===== src/rtl/mac_seq_pkg.sv =====
// Shared encodings for the station-address persistence sequencer.
// Assumes: the serial master decodes mw_op with exactly these codes.
package mac_seq_pkg;
    typedef enum logic [1:0] {
        MW_NOP   = 2'b00,
        MW_WEN   = 2'b01,
        MW_WRITE = 2'b10,
        MW_READ  = 2'b11
    } mw_op_t;

    typedef enum logic [1:0] {
        S_IDLE   = 2'b00,
        S_LAUNCH = 2'b01,
        S_STEP   = 2'b10,
        S_FINISH = 2'b11
    } seq_state_t;
endpackage


===== src/rtl/mac_addr_regs.sv =====
// Live station-address registers, one register per octet.
// Assumes: load is a single-cycle strobe from the sequencer's accept logic.
module mac_addr_regs #(
    parameter int BYTES  = 6,
    parameter int BYTE_W = 8,
    localparam int TOT_W = BYTES * BYTE_W
) (
    input  logic             clk,
    input  logic             rst_n,
    input  logic             load,
    input  logic [TOT_W-1:0] new_addr,
    output logic [TOT_W-1:0] live_addr
);
    for (genvar k = 0; k < BYTES; k++) begin : g_octet
        logic [BYTE_W-1:0] oct_q;
        // Purpose: capture octet k of the new address on an accepted request.
        always_ff @(posedge clk) begin
            if (!rst_n)
                oct_q <= '0;
            else if (load)
                oct_q <= new_addr[k*BYTE_W +: BYTE_W];
        end
        assign live_addr[k*BYTE_W +: BYTE_W] = oct_q;
    end
endmodule


===== src/rtl/mac_word_packer.sv =====
// Splits the live address into EEPROM words with little-endian octet order
// and selects one of them. Octet 0 is the most significant octet of the
// address. Word i = {octet 2i+1, octet 2i}.
// Assumes: word_sel < WORDS; out-of-range selects return zero.
module mac_word_packer #(
    parameter int WORDS  = 3,
    parameter int BYTE_W = 8,
    localparam int WORD_W = 2 * BYTE_W,
    localparam int TOT_W  = WORDS * WORD_W,
    localparam int SEL_W  = (WORDS > 1) ? $clog2(WORDS) : 1
) (
    input  logic [TOT_W-1:0]  addr,
    input  logic [SEL_W-1:0]  word_sel,
    output logic [WORD_W-1:0] word
);
    logic [WORD_W-1:0] words [WORDS];

    for (genvar i = 0; i < WORDS; i++) begin : g_word
        localparam int LO_OCT = 2 * i;
        localparam int HI_OCT = 2 * i + 1;
        assign words[i] = {addr[TOT_W-1-HI_OCT*BYTE_W -: BYTE_W],
                           addr[TOT_W-1-LO_OCT*BYTE_W -: BYTE_W]};
    end

    // Purpose: select the word addressed by word_sel.
    always_comb begin
        word = '0;
        for (int i = 0; i < WORDS; i++)
            if (word_sel == SEL_W'(i))
                word = words[i];
    end
endmodule


===== src/rtl/mac_persist_fsm.sv =====
// Control for the persistence sequence. For each word it issues
// write-enable, write and read-back, compares the readback with the
// expected word, and retries up to MAX_TRIES attempts. It records words
// that never verified and ends with a one-cycle done state.
// Assumes: the serial master answers every request with one mw_done pulse
// and accepts a new request only after mw_req has been low for one cycle.
module mac_persist_fsm
    import mac_seq_pkg::*;
#(
    parameter int WORDS     = 3,
    parameter int WORD_W    = 16,
    parameter int MAX_TRIES = 3,
    localparam int SEL_W = (WORDS > 1) ? $clog2(WORDS) : 1,
    localparam int TRY_W = $clog2(MAX_TRIES + 1)
) (
    input  logic              clk,
    input  logic              rst_n,
    input  logic              start,
    input  logic              persist,
    input  logic              mw_done,
    input  logic [WORD_W-1:0] mw_rdata,
    input  logic [WORD_W-1:0] expect_word,
    output logic              accept,
    output logic              busy,
    output logic              done,
    output logic              mw_req,
    output logic [1:0]        mw_op,
    output logic [SEL_W-1:0]  word_sel,
    output logic [WORDS-1:0]  fail_mask
);
    seq_state_t        state_q;
    mw_op_t            op_q;
    logic [TRY_W-1:0]  tries_q;
    logic [SEL_W-1:0]  word_q;
    logic [WORD_W-1:0] rd_q;
    logic [WORDS-1:0]  mask_q;
    logic              verified;
    logic              last_try;
    logic              last_word;

    assign accept    = (state_q == S_IDLE) && start;
    assign verified  = (rd_q == expect_word);
    assign last_try  = (tries_q == TRY_W'(MAX_TRIES - 1));
    assign last_word = (word_q == SEL_W'(WORDS - 1));

    // Purpose: sequence state, operation, attempt and word bookkeeping.
    always_ff @(posedge clk) begin
        if (!rst_n) begin
            state_q <= S_IDLE;
            op_q    <= MW_WEN;
            tries_q <= '0;
            word_q  <= '0;
            rd_q    <= '0;
            mask_q  <= '0;
        end else begin
            case (state_q)
                S_IDLE: begin
                    if (start) begin
                        mask_q  <= '0;
                        word_q  <= '0;
                        tries_q <= '0;
                        op_q    <= MW_WEN;
                        state_q <= persist ? S_LAUNCH : S_FINISH;
                    end
                end
                S_LAUNCH: begin
                    if (mw_done) begin
                        if (op_q == MW_READ)
                            rd_q <= mw_rdata;
                        state_q <= S_STEP;
                    end
                end
                S_STEP: begin
                    state_q <= S_LAUNCH;
                    case (op_q)
                        MW_WEN:   op_q <= MW_WRITE;
                        MW_WRITE: op_q <= MW_READ;
                        MW_READ: begin
                            op_q <= MW_WEN;
                            if (verified || last_try) begin
                                if (!verified)
                                    mask_q[word_q] <= 1'b1;
                                tries_q <= '0;
                                if (last_word)
                                    state_q <= S_FINISH;
                                else
                                    word_q <= word_q + 1'b1;
                            end else begin
                                tries_q <= tries_q + 1'b1;
                            end
                        end
                        default: state_q <= S_IDLE;
                    endcase
                end
                default: state_q <= S_IDLE;
            endcase
        end
    end

    // Purpose: decode outputs from the sequence state.
    always_comb begin
        busy      = (state_q != S_IDLE);
        done      = (state_q == S_FINISH);
        mw_req    = (state_q == S_LAUNCH);
        mw_op     = (state_q == S_LAUNCH) ? op_q : MW_NOP;
        word_sel  = word_q;
        fail_mask = mask_q;
    end
endmodule


===== src/rtl/mac_persist_seq.sv =====
// Top of the station-address update sequencer. It loads the live address
// registers on an accepted request and, when persistence is enabled,
// stores the address in the EEPROM through the serial master handshake.
// Assumes: upd_addr is valid in the cycle upd_req is high. The serial
// master is a separate block.
module mac_persist_seq #(
    parameter int ADDR_BYTES = 6,
    parameter int EE_ADDR_W  = 6,
    parameter int EE_BASE    = 7,
    parameter int MAX_TRIES  = 3,
    localparam int BYTE_W = 8,
    localparam int WORD_W = 2 * BYTE_W,
    localparam int WORDS  = ADDR_BYTES / 2,
    localparam int MAC_W  = ADDR_BYTES * BYTE_W
) (
    input  logic                 clk,
    input  logic                 rst_n,
    input  logic                 upd_req,
    input  logic [MAC_W-1:0]     upd_addr,
    input  logic                 persist_en,
    output logic [MAC_W-1:0]     station_addr,
    output logic                 busy,
    output logic                 done,
    output logic [WORDS-1:0]     fail_mask,
    output logic                 mw_req,
    output logic [1:0]           mw_op,
    output logic [EE_ADDR_W-1:0] mw_addr,
    output logic [WORD_W-1:0]    mw_wdata,
    input  logic                 mw_done,
    input  logic [WORD_W-1:0]    mw_rdata
);
    localparam int SEL_W = (WORDS > 1) ? $clog2(WORDS) : 1;

    logic              accept;
    logic [SEL_W-1:0]  word_sel;
    logic [WORD_W-1:0] cur_word;

    mac_addr_regs #(.BYTES(ADDR_BYTES), .BYTE_W(BYTE_W)) u_regs (
        .clk       (clk),
        .rst_n     (rst_n),
        .load      (accept),
        .new_addr  (upd_addr),
        .live_addr (station_addr)
    );

    mac_word_packer #(.WORDS(WORDS), .BYTE_W(BYTE_W)) u_pack (
        .addr     (station_addr),
        .word_sel (word_sel),
        .word     (cur_word)
    );

    mac_persist_fsm #(.WORDS(WORDS), .WORD_W(WORD_W), .MAX_TRIES(MAX_TRIES)) u_fsm (
        .clk         (clk),
        .rst_n       (rst_n),
        .start       (upd_req),
        .persist     (persist_en),
        .mw_done     (mw_done),
        .mw_rdata    (mw_rdata),
        .expect_word (cur_word),
        .accept      (accept),
        .busy        (busy),
        .done        (done),
        .mw_req      (mw_req),
        .mw_op       (mw_op),
        .word_sel    (word_sel),
        .fail_mask   (fail_mask)
    );

    assign mw_addr  = EE_ADDR_W'(EE_BASE) + EE_ADDR_W'(word_sel);
    assign mw_wdata = cur_word;
endmodule


===== config.mk =====
export PLATFORM = sky130hd
export DESIGN_NAME = mac_persist_seq
export DESIGN_NICKNAME = d
export VERILOG_FILES = /design/src/rtl/mac_seq_pkg.sv /design/src/rtl/mac_addr_regs.sv /design/src/rtl/mac_word_packer.sv /design/src/rtl/mac_persist_fsm.sv /design/src/rtl/mac_persist_seq.sv
export SDC_FILE = /design/constraint.sdc
export NUM_CORES = 1
export LEC_CHECK = 0
export BUFFER_PORTS_ARGS = -buffer_cell sky130_fd_sc_hd__clkbuf_2
export CORE_ASPECT_RATIO = 0.7
export CORE_MARGIN = 3
export CORE_UTILIZATION = 35
export CTS_CLUSTER_SIZE = 30
export DETAILED_ROUTE_END_ITERATION = 12
export PLACE_DENSITY = 0.7
export SLEW_MARGIN = 0
export SYNTH_ARGS = -nofsm -noshare
export SYNTH_HDL_FRONTEND = slang
export SYNTH_SLANG_ARGS = --single-unit

===== constraint.sdc =====
create_clock -name clk -period 4.9 [get_ports clk]
set_input_delay 0.98 -clock clk [delete_from_list [all_inputs] [get_ports clk]]
set_output_delay 0.98 -clock clk [all_outputs]
set_load 0.1 [all_outputs]

### After elaboration in Yosys (flattened, before gate mapping)

Index checks and enable logic that the tools add are counted.

| word-level totals | value |
|---|---|
| register bits after elaboration | 75 |
| word-level logic and storage cells | 78 |
| input port bits | 69 |

| operators by class | value |
|---|---|
| add/sub/neg operators | 3 |
| bitwise operators | 1 |
| equality and inequality tests | 17 |
| reduce and logical (&&, ||, !) cells | 14 |
| magnitude comparators | 2 |
| muxes and demuxes | 29 |

Operator list:

| kind | number |
|---|---|
| 16-bit 2-to-1 mux | 3 |
| 2-bit 2-to-1 mux | 13 |
| 16-bit == test | 1 |
| 2-bit case mux with 2 select lines | 4 |
| 2-bit == test, second input constant | 6 |
| 3-bit 2-to-1 mux | 4 |
| 2-bit case mux with 3 select lines | 2 |
| 5-bit AND reduction | 2 |
| 3-bit AND reduction | 3 |
| 2-bit by 1-bit == test with 1-bit output, second input constant | 3 |
| 2-bit by 1-bit != test with 1-bit output, second input constant | 3 |
| 2-bit != test, second input constant | 3 |
| 3-bit case mux with 2 select lines | 1 |
| 2-bit by 1-bit adder with 2-bit output, second input constant | 2 |
| 3-bit by 2-bit adder with 4-bit output, first input constant | 1 |
| 2-bit zero test | 2 |
| 4-bit by 3-bit != test with 1-bit output, second input constant | 1 |
| 2-bit nonzero test | 2 |
| 2-bit by 3-bit < comparator with 1-bit output, second input constant | 1 |
| 3-bit OR | 1 |
| 1-bit demux with 2-bit select | 1 |
| 2-bit by 1-bit >= comparator with 1-bit output, second input constant | 1 |
| 1-bit logical AND | 2 |
| 2-bit AND reduction | 1 |
| other kinds (3) | 3 |

### Depth between registers and ports, before layout

| logic depth | value |
|---|---|
| word-level depth | 9 |
| gate-level depth with buffers | 12 |

### Cells and area by module

Synthesis repeated with hierarchy kept, for this count alone.

| unflattened totals | value |
|---|---|
| cells, all modules | 378 |
| area total of the unflattened synthesis | 3754.9 µm² |

By module, submodules not included:

| module | cells each | seq. area each (µm²) | area each (µm²) | times used |
|---|---|---|---|---|
| mac_addr_regs | 155 | 960.9 | 1845.5 | 1 |
| mac_persist_fsm | 175 | 540.5 | 1468.9 | 1 |
| mac_word_packer | 39 | 0.0 | 381.6 | 1 |
| mac_persist_seq | 9 | 0.0 | 58.8 | 1 |

### Worst setup path after synthesis

OpenSTA, ideal clock, no wires.

| timing path | value |
|---|---|
| kind | reg2out |
| from | register u_fsm.word_q[0] (netlist: u_fsm.word_sel[0]) |
| to | output mw_wdata[0] |
| arrival time | 3.811 ns |
| path buffers | 3 |
| stages on the path, launching flop included | 7 |
| setup slack | 0.109 ns |
| cells stage by stage | dfxtp_1 > inv_1 > ha_1 > buf_2 > clkbuf_1 > clkbuf_1 > o21ai_0 |

| between the ends | value |
|---|---|
| longest elaborated chain between the ends | 4 |

RTL lines:

| element | line | RTL |
|---|---|---|
| start: declaration | mac_persist_fsm.sv:34 | `logic [SEL_W-1:0] word_q;` |
| start signal: assignment | mac_persist_fsm.sv:87 | `word_q <= word_q + 1'b1;` |
| 2-bit zero test | mac_word_packer.sv:29 | `if (word_sel == SEL_W'(i))` |
| 16-bit 2-to-1 mux (2 in series) | mac_word_packer.sv:29 |  |
| 16-bit 2-to-1 mux (*) | mac_word_packer.sv:29 |  |
| end: declaration | mac_persist_seq.sv:28 | `output logic [WORD_W-1:0] mw_wdata,` |

Every way passes the cells marked *; elsewhere a longest branch is shown, timed or not.

### Worst setup path in the final report

| timing path | value |
|---|---|
| from | register u_fsm.word_q[1] (netlist: u_fsm.word_sel[1]) |
| to | output mw_wdata[10] |

The elaborated chain is that of the path after synthesis.

==> impl_metrics.json <==
{
  "dp.cells": 791,
  "cp_max_fo": 23,
  "clkTransAtPathRegs_ps": 60,
  "finalHoldViolations": 0,
  "clock-sinks": 75,
  "cts_buffers": 9,
  "stdcell_count": 807,
  "synth-edff-count": 0,
  "critPathMaxStageDelay_ps": 670,
  "antenna_left": 0,
  "cts_tree": "built",
  "clkPwrFrac_pct": 30.2,
  "min_period_ps": 3813,
  "p_sw_share_pct": 43.46,
  "worst_pin_slew_ps": 1074,
  "outcome": "complete, no violations",
  "drt_wl_total_mm": 14.88,
  "coreArea_um2": 11210,
  "dieWidth_um": 135.3,
  "sequentialPowerShare_pct": 35.2,
  "end_kind": "output port",
  "finalSetupViolCount": 0,
  "antenna_found_initial": 0,
  "grtUsageTotal_pct": 22.64,
  "syn_avg_cell_area_um2": 7.793,
  "final_max_slew_viol_count": 0,
  "wire_per_inst_um": 18.44,
  "hpwl_mm": 11.66,
  "yosys_warnings": 0,
  "clock_latency_ps": 340,
  "maxCapViolCount": 0,
  "netlist_area_um2": 4099,
  "grt_max_degree": 53,
  "min_path_type": "reg2reg",
  "tns_ps": 0,
  "vdd_drop_max_uv": 234.8,
  "rsz0062_at_grt": "no",
  "ys_types": 59,
  "start_util_pct": 36.56,
  "io_pins": 147,
  "rows": 32,
  "die_area_um2": 13070,
  "grt_overflow": 0,
  "grt_use_met3_pct": 5.797,
  "synth-seq-cells": 75,
  "globalplace.congestion": 0.9803,
  "detailedPlace.worstSlack_ps": 1497,
  "p_per_area_nw_per_um2": 399.0,
  "fin_nets": 726,
  "cts_setup_buffers": 0,
  "arrival_ps": 2830,
  "drc": 0,
  "io_buffers": 144,
  "p_sw_mw": 0.8963,
  "fmax_mhz": 262.3,
  "grt_pass1_vias": 4007,
  "synthFlopType": "dfxtp_1",
  "clock_path_buffers": 2,
  "p_comb_share_pct": 34.5,
  "ctsResizeCount": 0,
  "cp_slowest_cell": "ha_1",
  "grt_pass1_wl_mm": 22.69,
  "use_met1_pct": 34.10,
  "cts_root_buffer": "clkbuf_16",
  "antennaDiodeCount": 0,
  "p_int_mw": 1.166,
  "yosysSeqAreaShare_pct": 36.63,
  "cts_hold_buf": 0,
  "total_power_mw": 2.062,
  "met2_usage_pct": 32.28,
  "worstSetupPathType": "reg2out",
  "total_leakage_power_nw": 2.176,
  "required_ps": 3920,
  "vias": 4383,
  "dr.pass1.iters": 6,
  "start_kind": "flip-flop",
  "path_cells": "inv_1 -> ha_1 -> buf_4 -> nand2_1 -> a21boi_0 -> o21ai_0 -> clkbuf_2",
  "detail_route.iter0.violations": 369,
  "h-tree-depth": 3,
  "finalWorstSetupSlack_ps": 1087,
  "die_y_um": 96.54,
  "finalCritPeriodShare_pct": 77.81,
  "via_per_inst": 5.431,
  "skew_ps": 8.097,
  "slew-limit-headroom_pct": 28.22,
  "drive_gt1_share_pct": 26.76,
  "synthesis.instances": 526,
  "busiest_layer": "met1",
  "fillerInstances": 1161,
  "async_reset_ff_share_pct": 0,
  "syn2layout_area_growth_pct": 26.10
}
## worst paths after layout
check             cells after the start  slack, ps           endpoint               from
setup / recovery                      7       1090       mw_wdata[10]  u_fsm.word_sel[1]
hold reg to reg                       2        480   u_fsm.tries_q[0]   u_fsm.tries_q[0]
hold / removal                        2        480   u_fsm.tries_q[0]   u_fsm.tries_q[0]
setup reg to reg                     10       1750  u_fsm.word_sel[1]  u_fsm.word_sel[1]
## metrics by stage
stage	hold slack (ps)	cell area, um2	util [%]
after floorplan	448.3	4103	-
after global placement	460.4	4887	43.59
after detailed placement	477.0	4887	43.59
after CTS	484.9	5169	46.10
after global routing	507.0	5169	46.10
final	482.1	5169	46.10
## placed cells by master (no fill, tap or decap), types with 3 or more instances in the layout
| master | count |
|---|---|
| a21boi_0 | 66 |
| clkbuf_16 | 9 |
| o21ai_0 | 9 |
| o21a_1 | 4 |
| nand2b_1 | 3 |
| xnor2_1 | 10 |
| and2_1 | 3 |
| nand3_1 | 8 |
| a21oi_1 | 15 |
| a32oi_1 | 4 |
| a22oi_1 | 13 |
| ha_1 | 8 |
| nand3b_1 | 11 |
| nor3_1 | 4 |
| a21boi_1 | 4 |
| a32o_1 | 4 |
| dfxtp_1 | 75 |
| nand4_1 | 4 |
| o2111ai_1 | 4 |
| buf_4 | 3 |
| nor2b_1 | 6 |
| a21o_1 | 8 |
| clkbuf_2 | 144 |
| nor2_1 | 4 |
| nand2_1 | 153 |
| inv_1 | 27 |
| and3_1 | 4 |
## state kept, by name (all words and copies together), names as in the netlist
signal,cells
u_fsm.tries_q,2
u_fsm.state_q,2
u_regs.g_octet.oct_q,48
u_fsm.rd_q,16
u_fsm.word_sel,2
u_fsm.op_q,2
u_fsm.fail_mask,3
## power groups by stage
stage	logic [mW]	registers [mW]	clock network (mW)
after floorplan	0.337	0.953	0
after global placement	0.704	0.737	0
after detailed placement	0.712	0.738	0
after CTS	0.713	0.724	0.635
after global routing	0.751	0.732	0.662
final	0.712	0.727	0.624
## cell type report
cell class | count | area [um2] | area share (%)
Clock buffer | 12 | 256.5 | 4.962
Inverter | 29 | 108.9 | 2.106
Tap cell | 153 | 191.4 | 3.704
Clock inverter | 4 | 25.02 | 0.4841
Timing Repair Buffer | 147 | 743.2 | 14.38
Sequential cell | 75 | 1501 | 29.05
Multi-Input combinational cell | 387 | 2342 | 45.32
## cell families after synthesis
kind of cell	count (synthesis)	synth area share [%]
multiplexers	1	0.2747
flip-flops	75	36.63
AND/OR/NAND/NOR	209	22.89
XOR/XNOR	11	2.350
AO/OA/AOI/OAI	156	28.75
other	1	0.09149
adder cells (fa/ha/maj)	8	2.442
buffers and inverters	65	6.563
## metal layers
layer	up-vias	routed length (um)
met2	256	5825
met5	-	0
met3	16	1714
met4	0	144
li1	2064	-
met1	2047	7193
## cells in the mapped netlist (all sizes together) (2+ instances only)
cell / instances / share of area, %
nand2: 153 / 14
dfxtp: 75 / 37
a21boi: 70 / 13
inv: 29 / 2.7
clkbuf: 28 / 2.6
a21oi: 15 / 1.8
a22oi: 13 / 2.4
nand3b: 11 / 2.0
o21ai: 10 / 1.2
xnor2: 10 / 2.1
a21o: 8 / 1.5
buf: 8 / 1.3
ha: 8 / 2.4
nand3: 8 / 0.98
nor2b: 6 / 0.92
nor2: 5 / 0.46
o2111ai: 5 / 1.2
o21a: 5 / 0.95
a32o: 4 / 0.98
a32oi: 4 / 0.85
and3: 4 / 0.61
nand2b: 4 / 0.61
nand4: 4 / 0.61
nor3: 4 / 0.49
a31o: 3 / 0.64
and2: 3 / 0.46
a221o: 2 / 0.49
a222oi: 2 / 0.49
a31oi: 2 / 0.46
and4: 2 / 0.49
o211ai: 2 / 0.37
o221ai: 2 / 0.43
o32ai: 2 / 0.43
## worst max-delay path, delay by kind of cell, from the launching register on
kind,cells,cell delay (ps)
DFF,1,340
AOI/OAI and AO/OA,2,400
adders and majority gates,1,670
and+or+nand+nor,1,100
buffers and inverters,3,960
Power figures use the tool's default switching activity.
